<file path="src/rtl/sadm_pkg.sv">
package sadm_pkg;

    // Width that holds the sum of n absolute differences of pix_w-bit pixels
    function automatic int sum_width(input int pix_w, input int n);
        return pix_w + $clog2(n);
    endfunction

    // Largest cost a real (in-image) candidate can reach
    function automatic int max_real_cost(input int pix_w, input int n);
        return n * ((1 << pix_w) - 1);
    endfunction

endpackage

</file>
<file path="src/rtl/sadm_linebuf.sv">
module sadm_linebuf #(
    parameter int PIX_W  = 8,
    parameter int LINE_W = 16,
    parameter int TAPS   = 2
) (
    input  logic                        clk,
    input  logic                        rst_n,
    input  logic                        shift_en,
    input  logic [PIX_W-1:0]            din,
    output logic [TAPS-1:0][PIX_W-1:0]  taps
);
    localparam int DEPTH = LINE_W * TAPS;

    logic [DEPTH-1:0][PIX_W-1:0] mem_d, mem_q;

    always_comb begin
        mem_d = mem_q;
        if (shift_en) begin
            mem_d[0] = din;
            for (int j = 1; j < DEPTH; j++) begin
                mem_d[j] = mem_q[j-1];
            end
        end
    end

    always_ff @(posedge clk or negedge rst_n) begin
        if (!rst_n) begin
            mem_q <= '0;
        end else begin
            mem_q <= mem_d;
        end
    end

    // Tap t holds the pixel of the same column, t+1 rows above the input
    for (genvar t = 0; t < TAPS; t++) begin : g_tap
        assign taps[t] = mem_q[(t+1)*LINE_W-1];
    end
endmodule

</file>
<file path="src/rtl/sadm_pe.sv">
module sadm_pe #(
    parameter int PIX_W = 8,
    parameter int WIN   = 3,
    parameter int CW    = 12
) (
    input  logic [WIN-1:0][WIN-1:0][PIX_W-1:0] ref_win,
    input  logic [WIN-1:0][WIN-1:0][PIX_W-1:0] tar_win,
    input  logic                               cand_ok,
    output logic [CW-1:0]                      cost
);
    logic [CW-1:0]    acc;
    logic [PIX_W-1:0] diff;

    always_comb begin
        acc  = '0;
        diff = '0;
        for (int i = 0; i < WIN; i++) begin
            for (int k = 0; k < WIN; k++) begin
                diff = (ref_win[i][k] > tar_win[i][k]) ? (ref_win[i][k] - tar_win[i][k])
                                                       : (tar_win[i][k] - ref_win[i][k]);
                acc  = acc + CW'(diff);
            end
        end
        cost = cand_ok ? acc : '1;
    end
endmodule

</file>
<file path="src/rtl/sadm_argmin.sv">
module sadm_argmin #(
    parameter int NUM = 5,
    parameter int CW  = 12,
    parameter int IW  = 3
) (
    input  logic [NUM-1:0][CW-1:0] costs,
    output logic [IW-1:0]          idx
);
    logic [CW-1:0] best;

    // Strict less-than while scanning upward keeps the lower index on ties
    always_comb begin
        best = costs[0];
        idx  = '0;
        for (int d = 1; d < NUM; d++) begin
            if (costs[d] < best) begin
                best = costs[d];
                idx  = IW'(d);
            end
        end
    end
endmodule

</file>
<file path="src/rtl/sadm_stereo.sv">
module sadm_stereo #(
    parameter int PIX_W    = 8,
    parameter int WIN      = 3,
    parameter int MAX_DISP = 4,
    parameter int IMG_W    = 16,
    parameter int IMG_H    = 8
) (
    input  logic                            clk,
    input  logic                            rst_n,
    input  logic                            pix_valid,
    input  logic                            frame_start,
    input  logic [PIX_W-1:0]                ref_pix,
    input  logic [PIX_W-1:0]                tar_pix,
    output logic                            disp_valid,
    output logic [$clog2(MAX_DISP+1)-1:0]   disp
);
    import sadm_pkg::*;

    localparam int NUM_D  = MAX_DISP + 1;
    localparam int DISP_W = $clog2(NUM_D);
    localparam int CW     = sum_width(PIX_W, WIN * WIN);
    localparam int TW     = WIN + MAX_DISP;
    localparam int TAPS   = WIN - 1;
    localparam int COL_W  = $clog2(IMG_W);
    localparam int ROW_W  = $clog2(IMG_H);

    typedef struct packed {
        logic [COL_W-1:0]                    col;
        logic [ROW_W-1:0]                    row;
        logic [WIN-1:0][WIN-1:0][PIX_W-1:0]  rwin;
        logic [WIN-1:0][TW-1:0][PIX_W-1:0]   twin;
        logic [NUM_D-1:0]                    cok;
        logic                                s1_vld;
        logic [NUM_D-1:0][CW-1:0]            cost;
        logic                                s2_vld;
        logic [DISP_W-1:0]                   disp;
        logic                                s3_vld;
    } state_t;

    state_t s_d, s_q;

    // Line buffers, one per image (0 = reference, 1 = target)
    logic [1:0][PIX_W-1:0]                lb_in;
    logic [1:0][TAPS-1:0][PIX_W-1:0]      lb_tap;
    logic [1:0][WIN-1:0][PIX_W-1:0]       colv;

    assign lb_in[0] = ref_pix;
    assign lb_in[1] = tar_pix;

    for (genvar g = 0; g < 2; g++) begin : g_img
        sadm_linebuf #(
            .PIX_W (PIX_W),
            .LINE_W(IMG_W),
            .TAPS  (TAPS)
        ) u_lb (
            .clk     (clk),
            .rst_n   (rst_n),
            .shift_en(pix_valid),
            .din     (lb_in[g]),
            .taps    (lb_tap[g])
        );
        // Column vector: entry 0 is the current row, entry i is i rows above
        assign colv[g][0] = lb_in[g];
        for (genvar i = 1; i < WIN; i++) begin : g_col
            assign colv[g][i] = lb_tap[g][i-1];
        end
    end

    // Shifted target windows, one per candidate disparity
    logic [NUM_D-1:0][WIN-1:0][WIN-1:0][PIX_W-1:0] tslice;
    logic [NUM_D-1:0][CW-1:0]                      pe_cost;
    logic [DISP_W-1:0]                             min_idx;

    for (genvar d = 0; d < NUM_D; d++) begin : g_pe
        for (genvar i = 0; i < WIN; i++) begin : g_r
            for (genvar k = 0; k < WIN; k++) begin : g_c
                assign tslice[d][i][k] = s_q.twin[i][k+d];
            end
        end
        sadm_pe #(
            .PIX_W(PIX_W),
            .WIN  (WIN),
            .CW   (CW)
        ) u_pe (
            .ref_win(s_q.rwin),
            .tar_win(tslice[d]),
            .cand_ok(s_q.cok[d]),
            .cost   (pe_cost[d])
        );
    end

    sadm_argmin #(
        .NUM(NUM_D),
        .CW (CW),
        .IW (DISP_W)
    ) u_min (
        .costs(s_q.cost),
        .idx  (min_idx)
    );

    logic [COL_W-1:0] pcol;
    logic [ROW_W-1:0] prow;

    always_comb begin
        s_d  = s_q;
        pcol = frame_start ? '0 : s_q.col;
        prow = frame_start ? '0 : s_q.row;
        s_d.s1_vld = 1'b0;
        if (pix_valid) begin
            for (int i = 0; i < WIN; i++) begin
                s_d.rwin[i][0] = colv[0][i];
                for (int k = 1; k < WIN; k++) begin
                    s_d.rwin[i][k] = s_q.rwin[i][k-1];
                end
                s_d.twin[i][0] = colv[1][i];
                for (int k = 1; k < TW; k++) begin
                    s_d.twin[i][k] = s_q.twin[i][k-1];
                end
            end
            for (int d = 0; d < NUM_D; d++) begin
                s_d.cok[d] = (int'(pcol) >= WIN - 1 + d);
            end
            s_d.s1_vld = (int'(prow) >= WIN - 1) && (int'(pcol) >= WIN - 1);
            if (int'(pcol) == IMG_W - 1) begin
                s_d.col = '0;
                s_d.row = (int'(prow) == IMG_H - 1) ? '0 : prow + 1'b1;
            end else begin
                s_d.col = pcol + 1'b1;
                s_d.row = prow;
            end
        end
        s_d.cost   = pe_cost;
        s_d.s2_vld = s_q.s1_vld;
        s_d.disp   = min_idx;
        s_d.s3_vld = s_q.s2_vld;
    end

    always_ff @(posedge clk or negedge rst_n) begin
        if (!rst_n) begin
            s_q <= '0;
        end else begin
            s_q <= s_d;
        end
    end

    assign disp_valid = s_q.s3_vld;
    assign disp       = s_q.disp;

    // Registered candidate costs, brought out for the bound checker
    logic [NUM_D*CW-1:0] cost_flat;
    assign cost_flat = s_q.cost;
endmodule

</file>
<file path="config.mk">
export PLATFORM = sky130hd
export DESIGN_NAME = sadm_stereo
export DESIGN_NICKNAME = d
export VERILOG_FILES = /design/src/rtl/sadm_pkg.sv /design/src/rtl/sadm_linebuf.sv /design/src/rtl/sadm_pe.sv /design/src/rtl/sadm_argmin.sv /design/src/rtl/sadm_stereo.sv
export SDC_FILE = /design/constraint.sdc
export NUM_CORES = 2
export LEC_CHECK = 0
export BUFFER_PORTS_ARGS = -buffer_cell sky130_fd_sc_hd__buf_4
export CAP_MARGIN = 15
export CORE_MARGIN = 2
export CORE_UTILIZATION = 44
export CTS_CLUSTER_DIAMETER = 50
export DETAILED_ROUTE_END_ITERATION = 7
export PLACE_DENSITY_LB_ADDON = 0.15
export SKIP_LAST_GASP = 1
export SLEW_MARGIN = 40
export SYNTH_ARGS = -nofsm -noshare
export SYNTH_HDL_FRONTEND = slang
export SYNTH_SLANG_ARGS = --single-unit
</file>
<file path="constraint.sdc">
create_clock -name clk -period 7.65 [get_ports clk]
set_input_delay 0 -clock clk [delete_from_list [all_inputs] [get_ports clk]]
set_output_delay 0 -clock clk [all_outputs]
set_load 0.05 [all_outputs]
</file>
# Yosys cells after proc, flatten, opt, wreduce, memory -nomap -nowiden
# Index checks and enable logic that the tools add are counted.
# totals
in_bits	20
output_inout_bits	4
wordCells	338
register_bits	670
# classes
n_mux	62
n_reduce_logical	1
addsub	132
eq_ne	2
n_lt_le_gt_ge	55
# op_table
op	count
subtractor 8 bit	90
adder 12 x 8 -> 12 bit	35
> comparator 8 bit	45
two-way mux 8 bit	45
two-way mux 12 bit	8
less-than comparator 12 bit	4
adder 8 x 8 -> 9 bit	5
>= comparator 4 x 3 -> 1 bit (second input constant)	3
two-way mux 3 bit	3
>= comparator 4 x 2 -> 1 bit (second input constant)	2
two-way mux 7 bit	1
adder 4 x 1 -> 4 bit (second input constant)	1
== test 4 x 1 -> 1 bit (second input constant)	1
two-way mux 2 bit	2
two-way mux 4 bit	1
adder 3 x 1 -> 3 bit (second input constant)	1
== test 3 x 1 -> 1 bit (second input constant)	1
>= comparator 3 x 2 -> 1 bit (second input constant)	1
two-way mux 1 bit	2
logical AND 1 bit	1

# Longest topological paths before layout
# depth
ltp_word	11
depth_mapped	40
ltp_nobuf	37

# Cells and area by module
# From an unflattened synthesis, not the netlist that was laid out.
# hier_totals
hier_cells	6778
area_unflattened_um2	71124.5
# by_module_without_submodules
mod	area_per_inst_um2	n_inst	cells_per_inst	seq_area_each_um2
sadm_linebuf	9714.3	2	556	6406.1
sadm_stereo	11378.4	1	643	7957.6
sadm_pe at g_pe[4].u_pe	7895.1	1	972	0.0
sadm_pe at g_pe[3].u_pe	7832.5	1	971	0.0
sadm_pe at g_pe[1].u_pe	7684.9	1	954	0.0
sadm_pe at g_pe[2].u_pe	7647.3	1	952	0.0
sadm_pe at g_pe[0].u_pe	7624.8	1	956	0.0
sadm_argmin	1632.8	1	218	0.0

# Worst setup path before layout
# No wires, ideal clock.
# synth_timing
path_kind	register -> register
start	register s_q (netlist bit cost_flat[23])
end	register s_q (netlist bit disp[0])
t_required_ps	7513
setup_time_ps	137
setup_slack_ps	-173
path_stages_with_launch	39
n_path_buf	3
synth_period_minus_slack_ps	7823
arrival_ps	7686
cell_sequence	dfrtp_1 ha_1 nand4_1 or3_4 o31a_1 nand2_1 buf_2 mux2i_1 ha_1 a21o_1 a31o_2 a221o_1 a211oi_1 o21ai_4 buf_2 o21ai_0 ha_1 a21o_1 [... 3 more ...] o21ai_0 nand2b_1 and2_1 nand3_1 nand2_2 buf_6 mux2_4 ha_1 a21oi_1 nor2b_1 o21ai_0 nand2b_1 a21oi_1 nor2_1 a2111oi_0 inv_1 o41ai_2 a21oi_1
# synth_via
elab_chain_cells	8
elab_cells_between_ends	11
cone_classes	order compare: 4; mux: 7
# synth_lines
item	line	rtl
from (decl)	sadm_stereo.sv:40	state_t s_d, s_q;
from (signal assigned)	sadm_stereo.sv:140	s_q <= '0;
from (signal assigned)	sadm_stereo.sv:142	s_q <= s_d;
less-than comparator 12 bit	sadm_argmin.sv:16	if (costs[d] < best) begin
two-way mux 12 bit	sadm_argmin.sv:16	
less-than comparator 12 bit	sadm_argmin.sv:16	
two-way mux 12 bit	sadm_argmin.sv:16	
less-than comparator 12 bit	sadm_argmin.sv:16	
two-way mux 12 bit	sadm_argmin.sv:16	
less-than comparator 12 bit	sadm_argmin.sv:16	
two-way mux 3 bit *	sadm_argmin.sv:16	
via min_idx[0]	sadm_stereo.sv:72	logic [DISP_W-1:0] min_idx;
# Mark *: on every way through the listed nets, which the timed path passes. The rest lies on a longest branch.
# A chain may end at the register's enable or synchronous reset.

==> flow_summary_export.csv <==
group,metric,value,unit
layout,n_fill_cell,12449,
layout,antenna-diode-count,0,
timing,final.min_clock_period,7.33,ns
clock_network,cts_tree,"yes",
yosys,post-synth-top-area-cell,"sky130_fd_sc_hd__dfrtp_1",
yosys,mappedNetlistArea,0.0599,mm²
place,placedInstanceArea,0.0649,mm²
routing,via_density,5.47,
place,hpwlAfterDp,155,mm
setup_path,cp_num_cells,30,
layout,post-route-cell-area,0.0704,mm²
clock_network,cts.root.buffer_cell,"sky130_fd_sc_hd__clkbuf_16",
setup_path,worstSetupPathType,"reg2reg",
setup_path,cp_slowest_cell,"sky130_fd_sc_hd__fa_2",
floorplan,core-area,0.135,mm²
routing,via_count,45407,
timing,timing_max_transition_violations_final,0,
yosys,synth_cells,5974,
yosys,synth_top_cells_by_area,"sky130_fd_sc_hd__dfrtp_1 (28%), sky130_fd_sc_hd__ha_1 (17%), sky130_fd_sc_hd__fa_1 (11%)",
timing,worst_max_slew_pin_slew,1.02,ns
clock_network,clock_insertion_delay_worst_skew,0.79,ns
hold_path,worst_hold_startpoint,"frame_start",
clock_network,max-clock-path-buffers,3,
yosys,synthesized_area_per_cell,10.0,µm²
setup_path,crit_buf_inv,4,
clock_network,cts.clk_slew.worst_paths,0.06,ns
yosys,ys_async_sr_fraction,100,%
setup_path,r2r-start,"g_img[0].u_lb.mem_q[144]",
grt,grt.overflow.total,0,
grt,met1_usage,38.5,%
yosys,sequential_element_share_of_the_synthesized_area,28.0,%
yosys,synth-seq-cells,670,
layout,design.final.nets,7609,
yosys,synth_common_cells,"sky130_fd_sc_hd__ha_1 (828), sky130_fd_sc_hd__inv_1 (735), sky130_fd_sc_hd__dfrtp_1 (670)",
grt,grt_antenna_before_repair,1,
routing,drc,0,
grt,grt.busiest_layer,"met2",
routing,wl_per_cell,23.1,µm
timing,final.hold.worst_slack,0.159,ns
place,final_weighted_congestion_in_routability_driven_placement,1.00,
grt,groute.layer.met2.usage,44.1,%
grt,gr-usage-all-layers,27.6,%
timing,hold_viol,0,
timing,timing.final.setup_violations,0,
routing,postRouteWirelength,192,mm
clock_network,ctsHtreeMaxLevel,3,
setup_path,slowest_delay,0.70,ns
clock_network,tritoncts.num_buffers,108,
yosys,ys.flop_type,"sky130_fd_sc_hd__dfrtp_1",
timing,total_neg_setup_slack,0,ns
yosys,syn_nets,7152,
routing,drt_iter0_drc,3461,
floorplan,die_area,0.139,mm²
setup_path,setup.worst_path.start,"g_img[0].u_lb.mem_q[144]",
routing,final_antenna_net_count,0,
timing,timing.clock.skew,0.0775,ns
setup_path,critical_path_required,8.26,ns
clock_network,numClockSinks,670,
grt,grt.met3_usage,3.46,%
floorplan,floorplan.die.height,373,µm
floorplan,floorplan.initialDensity,44.2,%
yosys,cell_with_the_most_instances_after_synthesis,"sky130_fd_sc_hd__ha_1",
timing,timing.fmax,0.137,GHz
yosys,post_synth_num_cell_types,71,
hold_path,hold_path_depth,3,
outcome,status,"completed",
setup_path,worst_r2r_path_depth,30,
floorplan,fp-row-count,135,
job,cap_violations,0,
grt,grt_first_pass_wirelength,289,mm
yosys,synth_edf_count,0,
routing,drt_first_pass_iters,6,
grt,grt_max_degree,161,
timing,timing.max_slew.rel_slack,31.3,%
setup_path,critPathArrivalTime,7.93,ns
grt,grt_pass1_vias,46163,
layout,drive_gt1_share,19.4,%
place,portBuffers,23,
setup_path,crit_path_start_kind,"flop",
yosys,ys_warn_count,0,
yosys,synthDominantCellAreaShare,28.0,%
hold_path,worstHoldPathType,"in2reg",
setup_path,timing.critical_path.to_type,"flop",
layout,area_delta_synth_final,17.5,%
floorplan,fp.dieW,373,µm
floorplan,design.portCount,24,
timing,fin_crit_sh,95.8,%
setup_path,cp_top_delay_family,"adder cells",
setup_path,timing.critical_path.fanout_max,4,
kinds of logic after synthesis:
group | count (synthesis) | share of synthesized area (%)
adder cells (fa/ha/maj) | 1158 | 28.3
XOR/XNOR | 304 | 4.45
AND/OR/NAND/NOR | 1013 | 7.96
buffers and inverters | 889 | 5.62
AO/OA/AOI/OAI | 1217 | 12.5
multiplexers | 723 | 13.2
flip-flops | 670 | 28.0
layout by cell type, fill, tap and decap left out, drive strengths merged, types with 62 or more instances in the layout:
| cell | instances |
|---|---|
| mux2 | 487 |
| xor2 | 103 |
| mux2i | 236 |
| o21ai | 425 |
| nand4 | 79 |
| a21oi | 333 |
| dlygate4sd3 | 62 |
| nand2b | 69 |
| inv | 755 |
| buf | 439 |
| fa | 330 |
| xnor2 | 201 |
| clkbuf | 135 |
| nand2 | 473 |
| nor2b | 88 |
| nor2 | 141 |
| ha | 828 |
| dfrtp | 670 |
| a21o | 181 |
layer usage:
layer / share of wire [%] / vias to the layer above
met5: 0 / -
met4: 3.7 / 0
met3: 5.5 / 283
met2: 46 / 1171
met1: 45 / 22635
li1: - / 21318
area by class of cell:
| class | instances | area (µm²) | share of cell area, % |
|---|---|---|---|
| flip-flops and latches | 670 | 16800 | 23.8 |
| well taps | 1781 | 2230 | 3.17 |
| clock buffers | 135 | 2950 | 4.20 |
| clock inverters | 67 | 1020 | 1.46 |
| repair buffers | 501 | 4240 | 6.03 |
| inverters | 735 | 2770 | 3.93 |
| multi-input cells | 4415 | 40400 | 57.4 |
flip-flops by register name, indices dropped and copies added, names as in the netlist:
| register | flops |
|---|---|
| disp | 3 |
| s_q | 92 |
| cost_flat | 60 |
| disp_valid | 1 |
| s_d | 2 |
| g_img.u_lb.mem_q | 480 |
| g_img.u_lb.taps | 32 |
worst register-to-register path: cells and delay by family (launching register included):
kind | cells | cell delay (ns)
adders and majority gates | 7 | 3.11
AOI/OAI and AO/OA | 11 | 2.01
and+or+nand+nor | 6 | 0.80
muxes | 1 | 0.39
DFF | 1 | 0.37
buffers and inverters | 4 | 0.37
xor gates and xnor gates | 1 | 0.16
final timing paths:
check / endpoint / slack (ns)
min: s_d[4] / 0.16
max: cost_flat[34] / 0.32
max in group asynchronous: g_img[0].u_lb.mem_q[101] / 5.80
min in group asynchronous: g_img[1].u_lb.mem_q[146] / 0.47
max reg2reg: cost_flat[34] / 0.32
min reg2reg: s_d[0] / 0.35
stage by stage:
stage / util [%] / setup WS [ns] / instances
after floorplan: - / 0.0410 / 5974
after global placement: 47.9 / -0.163 / 8017
after detailed placement: 48.0 / -0.213 / 8022
after CTS: 51.5 / 0.0260 / 8288
after global routing: 52.0 / -0.0187 / 8304
final: 52.0 / 0.324 / 8304
timing repair:
item	4_1_cts	5_1_grt
gates resized for setup	13	143
pin swaps	1	58
hold buffers	63	0
endpoints found under the setup margin	4	26
setup buffers	1	15
hold endpoints to repair	492	0
Power is not shown: default switching activity piles up to over one toggle a cycle in this logic, so the estimate is an artifact.
